<file path="config.mk">
export PLATFORM = sky130hd
export DESIGN_NAME = dma2d_addr_gen
export DESIGN_NICKNAME = d
export VERILOG_FILES = /design/src/rtl/dma2d_pkg.sv /design/src/rtl/dma2d_line_walker.sv /design/src/rtl/dma2d_ring_walker.sv /design/src/rtl/dma2d_addr_gen.sv
export SDC_FILE = /design/constraint.sdc
export NUM_CORES = 1
export LEC_CHECK = 0
export BUFFER_PORTS_ARGS = -buffer_cell sky130_fd_sc_hd__buf_2
export CAP_MARGIN = 5
export CORE_ASPECT_RATIO = 1.5
export CORE_MARGIN = 2
export CORE_UTILIZATION = 55
export DETAILED_ROUTE_END_ITERATION = 16
export GPL_ROUTABILITY_DRIVEN = 0
export PLACE_DENSITY = 0.73
export SYNTH_ARGS = -nofsm -noshare
export SYNTH_HDL_FRONTEND = slang
export SYNTH_SLANG_ARGS = --single-unit
</file>
<file path="constraint.sdc">
create_clock -name clk -period 11.4 [get_ports clk]
set_clock_uncertainty 0.1 [all_clocks]
set_input_delay 1.14 -clock clk [delete_from_list [all_inputs] [get_ports clk]]
set_output_delay 1.14 -clock clk [all_outputs]
set_load 0.01 [all_outputs]
</file>
<file path="src/rtl/dma2d_pkg.sv">
package dma2d_pkg;

    localparam int unsigned ADDR_W_DEF = 32;
    localparam int unsigned LEN_W_DEF  = 16;

    typedef enum logic [1:0] {
        ST_IDLE  = 2'd0,
        ST_LINES = 2'd1,
        ST_RING  = 2'd2
    } gen_state_e;

    typedef struct packed {
        logic done;
        logic half;
        logic full;
    } gen_evt_t;

    // words in a ring region: stride * (lines + 1)
    function automatic logic [63:0] region_words(input logic [63:0] stride,
                                                 input logic [63:0] lines_m1);
        return stride * (lines_m1 + 64'd1);
    endfunction

endpackage

</file>
<file path="src/rtl/dma2d_line_walker.sv">
module dma2d_line_walker #(
    parameter int unsigned ADDR_W = dma2d_pkg::ADDR_W_DEF,
    parameter int unsigned LEN_W  = dma2d_pkg::LEN_W_DEF
) (
    input  logic              clk,
    input  logic              rst,
    input  logic              load,
    input  logic              adv,
    input  logic [ADDR_W-1:0] ld_base,
    input  logic [LEN_W-1:0]  ld_words,
    input  logic [LEN_W-1:0]  ld_stride,
    input  logic [LEN_W-1:0]  ld_lines_m1,
    input  logic [ADDR_W-1:0] cur_addr,
    output logic [ADDR_W-1:0] next_addr,
    output logic              last_beat
);
    logic [ADDR_W-1:0] line_start;
    logic [LEN_W-1:0]  word_idx;
    logic [LEN_W-1:0]  line_idx;
    logic [LEN_W-1:0]  words_q;
    logic [LEN_W-1:0]  stride_q;
    logic [LEN_W-1:0]  lines_q;
    logic              end_of_line;

    assign end_of_line = (word_idx == words_q - 1'b1);
    assign last_beat   = end_of_line && (line_idx == lines_q);

    always_comb begin
        if (end_of_line && !last_beat)
            next_addr = line_start + ADDR_W'(stride_q);
        else
            next_addr = cur_addr + 1'b1;
    end

    always_ff @(posedge clk) begin
        if (rst) begin
            line_start <= '0;
            word_idx   <= '0;
            line_idx   <= '0;
            words_q    <= '0;
            stride_q   <= '0;
            lines_q    <= '0;
        end else if (load) begin
            line_start <= ld_base;
            word_idx   <= '0;
            line_idx   <= '0;
            words_q    <= ld_words;
            stride_q   <= ld_stride;
            lines_q    <= ld_lines_m1;
        end else if (adv) begin
            if (end_of_line) begin
                word_idx   <= '0;
                line_idx   <= line_idx + 1'b1;
                line_start <= line_start + ADDR_W'(stride_q);
            end else begin
                word_idx   <= word_idx + 1'b1;
            end
        end
    end
endmodule

</file>
<file path="src/rtl/dma2d_ring_walker.sv">
module dma2d_ring_walker #(
    parameter int unsigned ADDR_W = dma2d_pkg::ADDR_W_DEF,
    parameter int unsigned LEN_W  = dma2d_pkg::LEN_W_DEF
) (
    input  logic              clk,
    input  logic              rst,
    input  logic              load,
    input  logic              adv,
    input  logic [ADDR_W-1:0] ld_base,
    input  logic [LEN_W-1:0]  ld_stride,
    input  logic [LEN_W-1:0]  ld_lines_m1,
    input  logic [ADDR_W-1:0] cur_addr,
    output logic [ADDR_W-1:0] next_addr,
    output logic              at_half,
    output logic              at_end
);
    localparam int unsigned POS_W = 2 * LEN_W;

    logic [ADDR_W-1:0] base_q;
    logic [POS_W-1:0]  pos;
    logic [POS_W-1:0]  region_q;
    logic [POS_W-1:0]  half_q;
    logic [POS_W-1:0]  region_ld;

    assign region_ld = POS_W'(dma2d_pkg::region_words(64'(ld_stride), 64'(ld_lines_m1)));

    assign at_end    = (region_q != '0) && (pos == region_q - 1'b1);
    assign at_half   = (half_q != '0) && (pos == half_q - 1'b1);
    assign next_addr = at_end ? base_q : cur_addr + 1'b1;

    always_ff @(posedge clk) begin
        if (rst) begin
            base_q   <= '0;
            pos      <= '0;
            region_q <= '0;
            half_q   <= '0;
        end else if (load) begin
            base_q   <= ld_base;
            pos      <= '0;
            region_q <= region_ld;
            half_q   <= region_ld >> 1;
        end else if (adv) begin
            pos <= at_end ? '0 : pos + 1'b1;
        end
    end
endmodule

</file>
<file path="src/rtl/dma2d_addr_gen.sv">
module dma2d_addr_gen #(
    parameter int unsigned ADDR_W = dma2d_pkg::ADDR_W_DEF,
    parameter int unsigned LEN_W  = dma2d_pkg::LEN_W_DEF
) (
    input  logic              clk,
    input  logic              rst,
    input  logic              start,
    input  logic              stop,
    input  logic              loop_en,
    input  logic [ADDR_W-1:0] cfg_base,
    input  logic [LEN_W-1:0]  cfg_line_words,
    input  logic [LEN_W-1:0]  cfg_stride,
    input  logic [LEN_W-1:0]  cfg_lines_m1,
    input  logic              beat_ready,
    output logic              beat_valid,
    output logic [ADDR_W-1:0] cur_addr,
    output logic              busy,
    output logic              ring_mode,
    output logic              done_pulse,
    output logic              half_irq,
    output logic              full_irq
);
    import dma2d_pkg::*;

    gen_state_e        state;
    gen_evt_t          evt_q;
    logic [ADDR_W-1:0] addr_q;
    logic              launch;
    logic              accept;
    logic [ADDR_W-1:0] line_next;
    logic [ADDR_W-1:0] ring_next;
    logic              line_last;
    logic              ring_half;
    logic              ring_end;

    assign launch     = start && !stop && (state == ST_IDLE);
    assign beat_valid = !stop && ((state == ST_LINES) || ((state == ST_RING) && loop_en));
    assign accept     = beat_valid && beat_ready;

    dma2d_line_walker #(.ADDR_W(ADDR_W), .LEN_W(LEN_W)) line_i (
        .clk        (clk),
        .rst        (rst),
        .load       (launch),
        .adv        (accept && (state == ST_LINES)),
        .ld_base    (cfg_base),
        .ld_words   (cfg_line_words),
        .ld_stride  (cfg_stride),
        .ld_lines_m1(cfg_lines_m1),
        .cur_addr   (addr_q),
        .next_addr  (line_next),
        .last_beat  (line_last)
    );

    dma2d_ring_walker #(.ADDR_W(ADDR_W), .LEN_W(LEN_W)) ring_i (
        .clk        (clk),
        .rst        (rst),
        .load       (launch),
        .adv        (accept && (state == ST_RING)),
        .ld_base    (cfg_base),
        .ld_stride  (cfg_stride),
        .ld_lines_m1(cfg_lines_m1),
        .cur_addr   (addr_q),
        .next_addr  (ring_next),
        .at_half    (ring_half),
        .at_end     (ring_end)
    );

    always_ff @(posedge clk) begin
        if (rst) begin
            state  <= ST_IDLE;
            addr_q <= '0;
            evt_q  <= '0;
        end else begin
            evt_q <= '0;
            if (stop) begin
                state <= ST_IDLE;
            end else if (launch) begin
                addr_q <= cfg_base;
                state  <= (cfg_line_words == '0) ? ST_RING : ST_LINES;
            end else if (accept) begin
                if (state == ST_RING) begin
                    addr_q     <= ring_next;
                    evt_q.half <= ring_half;
                    evt_q.full <= ring_end;
                end else begin
                    addr_q <= line_next;
                    if (line_last) begin
                        state      <= ST_IDLE;
                        evt_q.done <= 1'b1;
                    end
                end
            end
        end
    end

    assign cur_addr   = addr_q;
    assign busy       = (state != ST_IDLE);
    assign ring_mode  = (state == ST_RING);
    assign done_pulse = evt_q.done;
    assign half_irq   = evt_q.half;
    assign full_irq   = evt_q.full;
endmodule

</file>
==> summary.md, run 1 <==
| Metric | Value |
|---|---|
| Grt total ovfl | 0 |
| Clk buf depth | 3 |
| Critical path depth | 26 |
| R2R Path End | cur_addr[25] |
| Crit. End Element | flop |
| Worst min path class | reg -> reg |
| Maximum number of pins on one net before global-route repair | 82 |
| Die area | 44900 sq um |
| Placement Setup Slack | 3.02 ns |
| Setup TNS | 0 ns |
| # DRC | 0 |
| Crit path kind | in -> reg |
| Post-route cell area | 25600 sq um |
| Row cnt | 93 |
| CP Buf/Inv Count | 5 |
| 1st-pass router iterations | 8 |
| VDD IR max | 0.000355 V |
| Yosys cell types | 83 |
| Sequential share of the synthesized area | 0.206 |
| First-pass GRT wire length | 109000 um |
| DR WL/cell | 19.5 um |
| Worst slew pin tran | 1.18 ns |
| Worst-path clk slew | 0.06 ns |
| Post-DP HPWL | 50600 um |
| Core Footprint | 42800 sq um |
| Worst Reg-to-Reg Cells | 12 |
| RSZ-0062 raised after global routing | no |
| DIE WIDTH | 174 um |
| Cts hold-fix bufs | 0 |
| Max cap viols | 0 |
| Vias/cell | 6.05 |
| P_leak | 11.7 nW |
| Post-synth EDFFs | 0 |
| CTS Buf Count | 25 |
| Fillers | 3830 |
| Post-CTS Repair Setup Buffers | 0 |
| F_max | 127 MHz |
| Final WL | 67300 um |
| Pwr/cell area | 239 nW/um^2 |
| Fin crit share | 0.688 |
| Final hold vios | 0 |
| Nets | 3289 |
| CTS tree | done |
| Critical Path Source Type | input pin |
| Synth top area cells | dfxtp_1, fa_1, ha_1 |
| R2R Setup Slk | 7.18 ns |
| Total GRT Usage | 0.299 |
| Share of layout cells above drive strength 1 | 0.0876 |
| DRT antenna net count | 0 |
| Main synth FF type | dfxtp_1 |
| Setup ws final | 3.55 ns |
| Starting Density | 0.555 |
| Final core utilization | 0.597 |
| Synth Area per Inst | 8.34 sq um |
| Cells after Synth | 2849 |
| Critical Path Start | cfg_lines_m1[0] |
| Most common cell on crit path | fa_1 |
| YS warnings | 0 |
| # H-tree levels | 1 |
| Placed cell areas | 24700 sq um |
| # setup viols final | 0 |
| Largest stage delay, worst path | 0.54 ns |
| Max Slew Vio Count | 0 |
| Top delay family on crit path | adder cells |
| Post-synth top area cell | dfxtp_1 |
| Vias | 20900 |
| Register area | 4900 sq um |
| Vias in the first global route | 21600 |
| FF-to-FF Start | ring_i.region_q[0] |
| Async set or reset register ratio after synthesis | 0 |
| Mapped Area | 23800 sq um |
| Clock Latency Late Sink | 0.57 ns |
| # clock sinks | 245 |
| CTS resizes | 0 |
| Most instantiated cells after synthesis | nand2_1, inv_1, dfxtp_1 |
| Crit path DAT | 8.20 ns |
| Io pins | 124 |
| Headroom to the max-slew limit | 0.214 |
| CP Max Fanout | 20 |
| Post-Syn Nets | 3269 |
| Worst path required time | 11.76 ns |
| Post-synth top area share | 0.206 |
| CTS Root Cell | clkbuf_16 |
| Initial antenna violation count | 4 |
| Initial DRC count | 1482 |
| Most common cell in the netlist | nand2_1 |
| Status | finished clean |
| Multi-input logic area | 17300 sq um |
| Hold path depth | 2 |
| Final Power | 6.12 mW |
| CP max stage cell | fa_1 |
| Min Tclk post-route | 7.85 ns |
| Die H | 259 um |
| Worst setup path endpoint | ring_i.region_q[28] |
| Area grow syn2layout | 7.64% |
| Seq cells post-synth | 245 |
| I/O Buffers | 123 |
worst min-delay path, stage by stage, from the launching register on:
cell,delay (ns)
dfxtp_1,0.31
nand2_1,0.05
a21oi_1,0.05
cell type report:
cell class | count | area share
multi-input combinational | 2171 | 0.675
sequential | 245 | 0.192
inverter | 275 | 0.0404
timing repair buffer | 151 | 0.0326
clock buffer | 35 | 0.0283
tap | 570 | 0.0279
clock inverter | 10 | 0.00411
antenna | 2 | 0.000196
metrics by stage:
| step | cells | hold WS (ns) |
|---|---|---|
| after floorplan | 2849 | 0.327 |
| after global placement | 3411 | 0.338 |
| after detailed placement | 3411 | 0.345 |
| after CTS | 3456 | 0.354 |
| after global routing | 3459 | 0.378 |
| final | 3459 | 0.355 |
state kept, by name (all words and copies together) (netlist names):
register	flops
line_i.lines_q	16
line_i.line_idx	16
ring_i.base_q	32
done_pulse	1
line_i.words_q	16
line_i.word_idx	16
cur_addr	32
line_i.stride_q	16
half_irq	1
state	2
line_i.line_start	32
ring_i.region_q	32
ring_i.pos	32
full_irq	1
power by group:
group          internal, mW  switching (mW)
clock                 0.470           0.369
sequential            0.919           0.118
combinational          1.75            2.50
cells by family (layout without fill, tap and decap cells):
kind of cell	Yosys count	in the layout	synth area share
AND/OR/NAND/NOR	1040	1040	0.220
multiplexers	56	56	0.0246
adder cells (fa/ha/maj)	334	334	0.242
other	0	2	0
XOR/XNOR	292	292	0.108
flip-flops	245	245	0.206
buffers and inverters	433	471	0.0705
AO/OA/AOI/OAI	449	449	0.129
worst min-delay path by stage:
stage                              end  slack, ns          startpoint
floorplan           line_i.stride_q[0]       0.33  line_i.stride_q[0]
global placement      ring_i.base_q[6]       0.34    ring_i.base_q[6]
detailed placement    ring_i.base_q[3]       0.35    ring_i.base_q[3]
CTS                   ring_i.base_q[3]       0.35    ring_i.base_q[3]
global route          ring_i.base_q[3]       0.38    ring_i.base_q[3]
finish                ring_i.base_q[7]       0.36    ring_i.base_q[7]
routing by layer:
| metal | up-vias | GRT usage | part of all wire | wire length (um) |
|---|---|---|---|---|
| met2 | 847 | 0.560 | 0.52 | 34900 |
| li1 | 9600 | - | - | - |
| met5 | - | 0 | 0.00019 | 13 |
| met4 | 2 | 0.196 | 0.072 | 4860 |
| met1 | 10200 | 0.316 | 0.36 | 24100 |
| met3 | 290 | 0.0323 | 0.051 | 3430 |
cell usage in the layout (no fill, tap or decap), types with 19 or more instances in the layout:
master     count
and3_1        27
mux2i_1       36
nor2_1       225
a22o_1        72
inv_1        275
nand2_1      321
buf_2        123
ha_1         126
a21oi_1      111
fa_1         208
nand4_1       49
nor4_1        41
or3_1         23
and2_1       120
buf_4         27
nand3_1       58
nand2b_1      22
o21ai_0       80
mux2_2        19
xnor2_1      141
xor2_1       147
clkbuf_16     25
nor3_1        46
nor2b_1       21
dfxtp_1      245
No activity file was read; power rests on OpenSTA's default activity.
==> inputs of run 2 (changes only) <==
- ABC_AREA: not set -> 1
- clock period: 11.4 -> 7.57 ns (I/O delays scaled with it)
==> summary.md, run 2 <==
| Metric | Value |
|---|---|
| CTS Buf Count | 27 (+8.0%) |
| Worst-path clk slew | 0.06 ns (about the same) |
| Max cap viols | 0 (unchanged) |
| CP max stage cell | fa_1 |
| Setup ws final | 0.542 ns (-3.01 ns) |
| CP Max Fanout | 9 (-55%) |
| Non-Filler Instances | 4582 (+32%) |
| Status | finished clean |
| CTS Root Cell | clkbuf_16 |
| Initial DRC count | 1878 (+27%) |
| Multi-input logic area | 18000 sq um (+4.3%) |
| Post-synth top area cell | dfxtp_1 |
| Crit path kind | in -> reg |
| DR WL/cell | 17.9 um (-8.0%) |
| Largest stage delay, worst path | 0.51 ns (-0.03 ns) |
| F_max | 142 MHz |
| Post-synth top area share | 0.188 (-0.0180) |
| VDD IR max | 0.000417 V (+17%) |
| DIE WIDTH | 182 um (+4.5%) |
| Register area | 4900 sq um (unchanged) |
| # DRC | 0 (unchanged) |
| Worst min path class | in -> reg |
| Top delay family on crit path | adder cells |
| Commonest non-fill, non-tap cell in the layout | nand2_1 |
| Sequential share of the synthesized area | 0.188 (-0.0180) |
| Headroom to the max-slew limit | 0.283 (+0.0687) |
| Most frequent cells in the layout | nand2_1, inv_1, nor2_1, dfxtp_1, nand3_1 |
| Fillers | 4549 (+19%) |
| CP Buf/Inv Count | 6 (+1) |
| Placed cells | 4534 (+33%) |
| Most instantiated cells after synthesis | nand2_1, inv_1, nor2_1 |
| Worst slew pin tran | 1.07 ns (-0.110 ns) |
| Critical Path Source Type | input pin |
| YS warnings | 0 (unchanged) |
| Io pins | 124 (unchanged) |
| Vias/cell | 5.60 (-7.4%) |
| Core Footprint | 46700 sq um (+9.1%) |
| Final hold vios | 0 (unchanged) |
| P_leak | 14.0 nW (+20%) |
| Initial antenna violation count | 0 (-4) |
| Post-Syn Nets | 4309 (+32%) |
| Post-DP HPWL | 64300 um (+27%) |
| Main synth FF type | dfxtp_1 |
| Setup TNS | 0 ns (unchanged) |
| I/O Buffers | 123 (unchanged) |
| Post-synth EDFFs | 0 (unchanged) |
| CTS tree | done |
| Synth top area cells | dfxtp_1, fa_1, nand2_1 |
| Clk buf depth | 3 (unchanged) |
| Nets | 4389 (+33%) |
| Post-route cell area | 28200 sq um (+10%) |
| Die area | 49100 sq um (+9.3%) |
| Area grow syn2layout | 8.42% |
| Total GRT Usage | 0.335 (+0.0365) |
| Grt total ovfl | 0 (unchanged) |
| Cells after Synth | 3889 (+37%) |
| N_diodes | 0 (-2) |
| Placed cell areas | 27300 sq um (+10%) |
| # H-tree levels | 1 (unchanged) |
| Async set or reset register ratio after synthesis | 0 (unchanged) |
| Most common cell on crit path | nand2_1 |
| Yosys cell types | 53 (-36%) |
| Synth Area per Inst | 6.69 sq um (-20%) |
| Mapped Area | 26000 sq um (+9.5%) |
| Most common cell in the netlist | nand2_1 |
| RSZ-0062 raised after global routing | no |
| Hold slack | 0.311 ns (-0.0444 ns) |
| Cts hold-fix bufs | 0 (unchanged) |
| First-pass GRT wire length | 132000 um (+21%) |
| Maximum number of pins on one net before global-route repair | 70 (-15%) |
| Worst path required time | 7.98 ns (-3.78 ns) |
| Crit. End Element | flop |
| Vias | 25600 (+23%) |
| Seq cells post-synth | 245 (unchanged) |
| Final WL | 82000 um (+22%) |
| # setup viols final | 0 (unchanged) |
| # clock sinks | 245 (unchanged) |
| Min Tclk post-route | 7.03 ns |
| Vias in the first global route | 25700 (+19%) |
| Row cnt | 97 (+4.3%) |
| Max Slew Vio Count | 0 (unchanged) |
| Post-CTS Repair Setup Buffers | 0 (unchanged) |
| Fin crit share | 0.928 |
| Pwr/cell area | 356 nW/um^2 (+49%) |
| CTS resizes | 0 (unchanged) |
| 1st-pass router iterations | 6 (-2) |
| Placement Setup Slack | 0.00666 ns (-3.02 ns) |
| Clock Latency Late Sink | 0.58 ns (about the same) |
| Crit path DAT | 7.44 ns (-0.76 ns) |
| Die H | 270 um (+4.6%) |
| Starting Density | 0.557 (+0.00207) |
| Share of layout cells above drive strength 1 | 0.0843 (-0.00338) |
| DRT antenna net count | 0 (unchanged) |
[run 2: cell type report]
| cell class | instances | share of cell area |
|---|---|---|
| Timing Repair Buffer | 184 | 0.0385 |
| Inverter | 678 | 0.0902 |
| Tap cell | 594 | 0.0263 |
| Clock buffer | 33 | 0.0262 |
| Clock inverter | 15 | 0.00674 |
| Sequential cell | 245 | 0.174 |
| Multi-Input combinational cell | 2833 | 0.638 |
[run 2: path summary, 6_finish.rpt]
kind | from | endpoint | slack (ns) | cells past startpoint
setup / recovery | cfg_lines_m1[0] | ring_i.region_q[31] | 0.54 | 34
hold / removal | cfg_line_words[12] | line_i.words_q[12] | 0.31 | 3
setup reg to reg | ring_i.region_q[1] | ring_i.pos[23] | 3.18 | 14
hold reg to reg | ring_i.base_q[12] | ring_i.base_q[12] | 0.36 | 2
[run 2: kinds of logic (layout without fill, tap and decap cells)]
group,after synthesis,count (layout),share of synthesized area
AO/OA/AOI/OAI,446,446,0.0943
XOR/XNOR,200,200,0.0673
adder cells (fa/ha/maj),334,334,0.221
buffers and inverters,811,910,0.120
flip-flops,245,245,0.188
AND/OR/NAND/NOR,1853,1853,0.309
[run 2: report_power, final]
part / switching (mW) / internal (mW) / leakage [nW] / total [mW]
Sequential: 0.151 / 1.38 / 2.00 / 1.53
Clock: 0.607 / 0.804 / 0.451 / 1.41
Combinational: 4.37 / 2.72 / 11.5 / 7.09
Total: 5.13 / 4.91 / 14.0 / 10.0
[run 2: per-stage QoR]
step / util / power, mW
after floorplan: - / 6.62
after global placement: 0.584 / 8.44
after detailed placement: 0.584 / 8.52
after CTS: 0.604 / 9.95
after global routing: 0.604 / 11.0
final: 0.604 / 10.0
[run 2: worst register-to-register path, stage by stage, from the launching register on]
cell and delay, ns:
dfxtp_1 0.41, inv_1 0.15, ha_1 0.25, nand2_1 0.45
nand2_1 0.17, nor2_1 0.31, xor2_1 0.27, inv_1 0.09
nor2_1 0.10, nand2_1 0.07, nor2_2 0.10, buf_4 0.29
nand3_2 0.58, nor2_1 0.80, nor4_1 0.12
[run 2: layer usage]
layer | vias to the layer above | part of all wire | track usage
met2 | 1198 | 0.47 | 0.575
met5 | - | 0 | 0
met3 | 363 | 0.071 | 0.0422
met1 | 11800 | 0.38 | 0.393
met4 | 0 | 0.076 | 0.219
li1 | 12300 | - | -
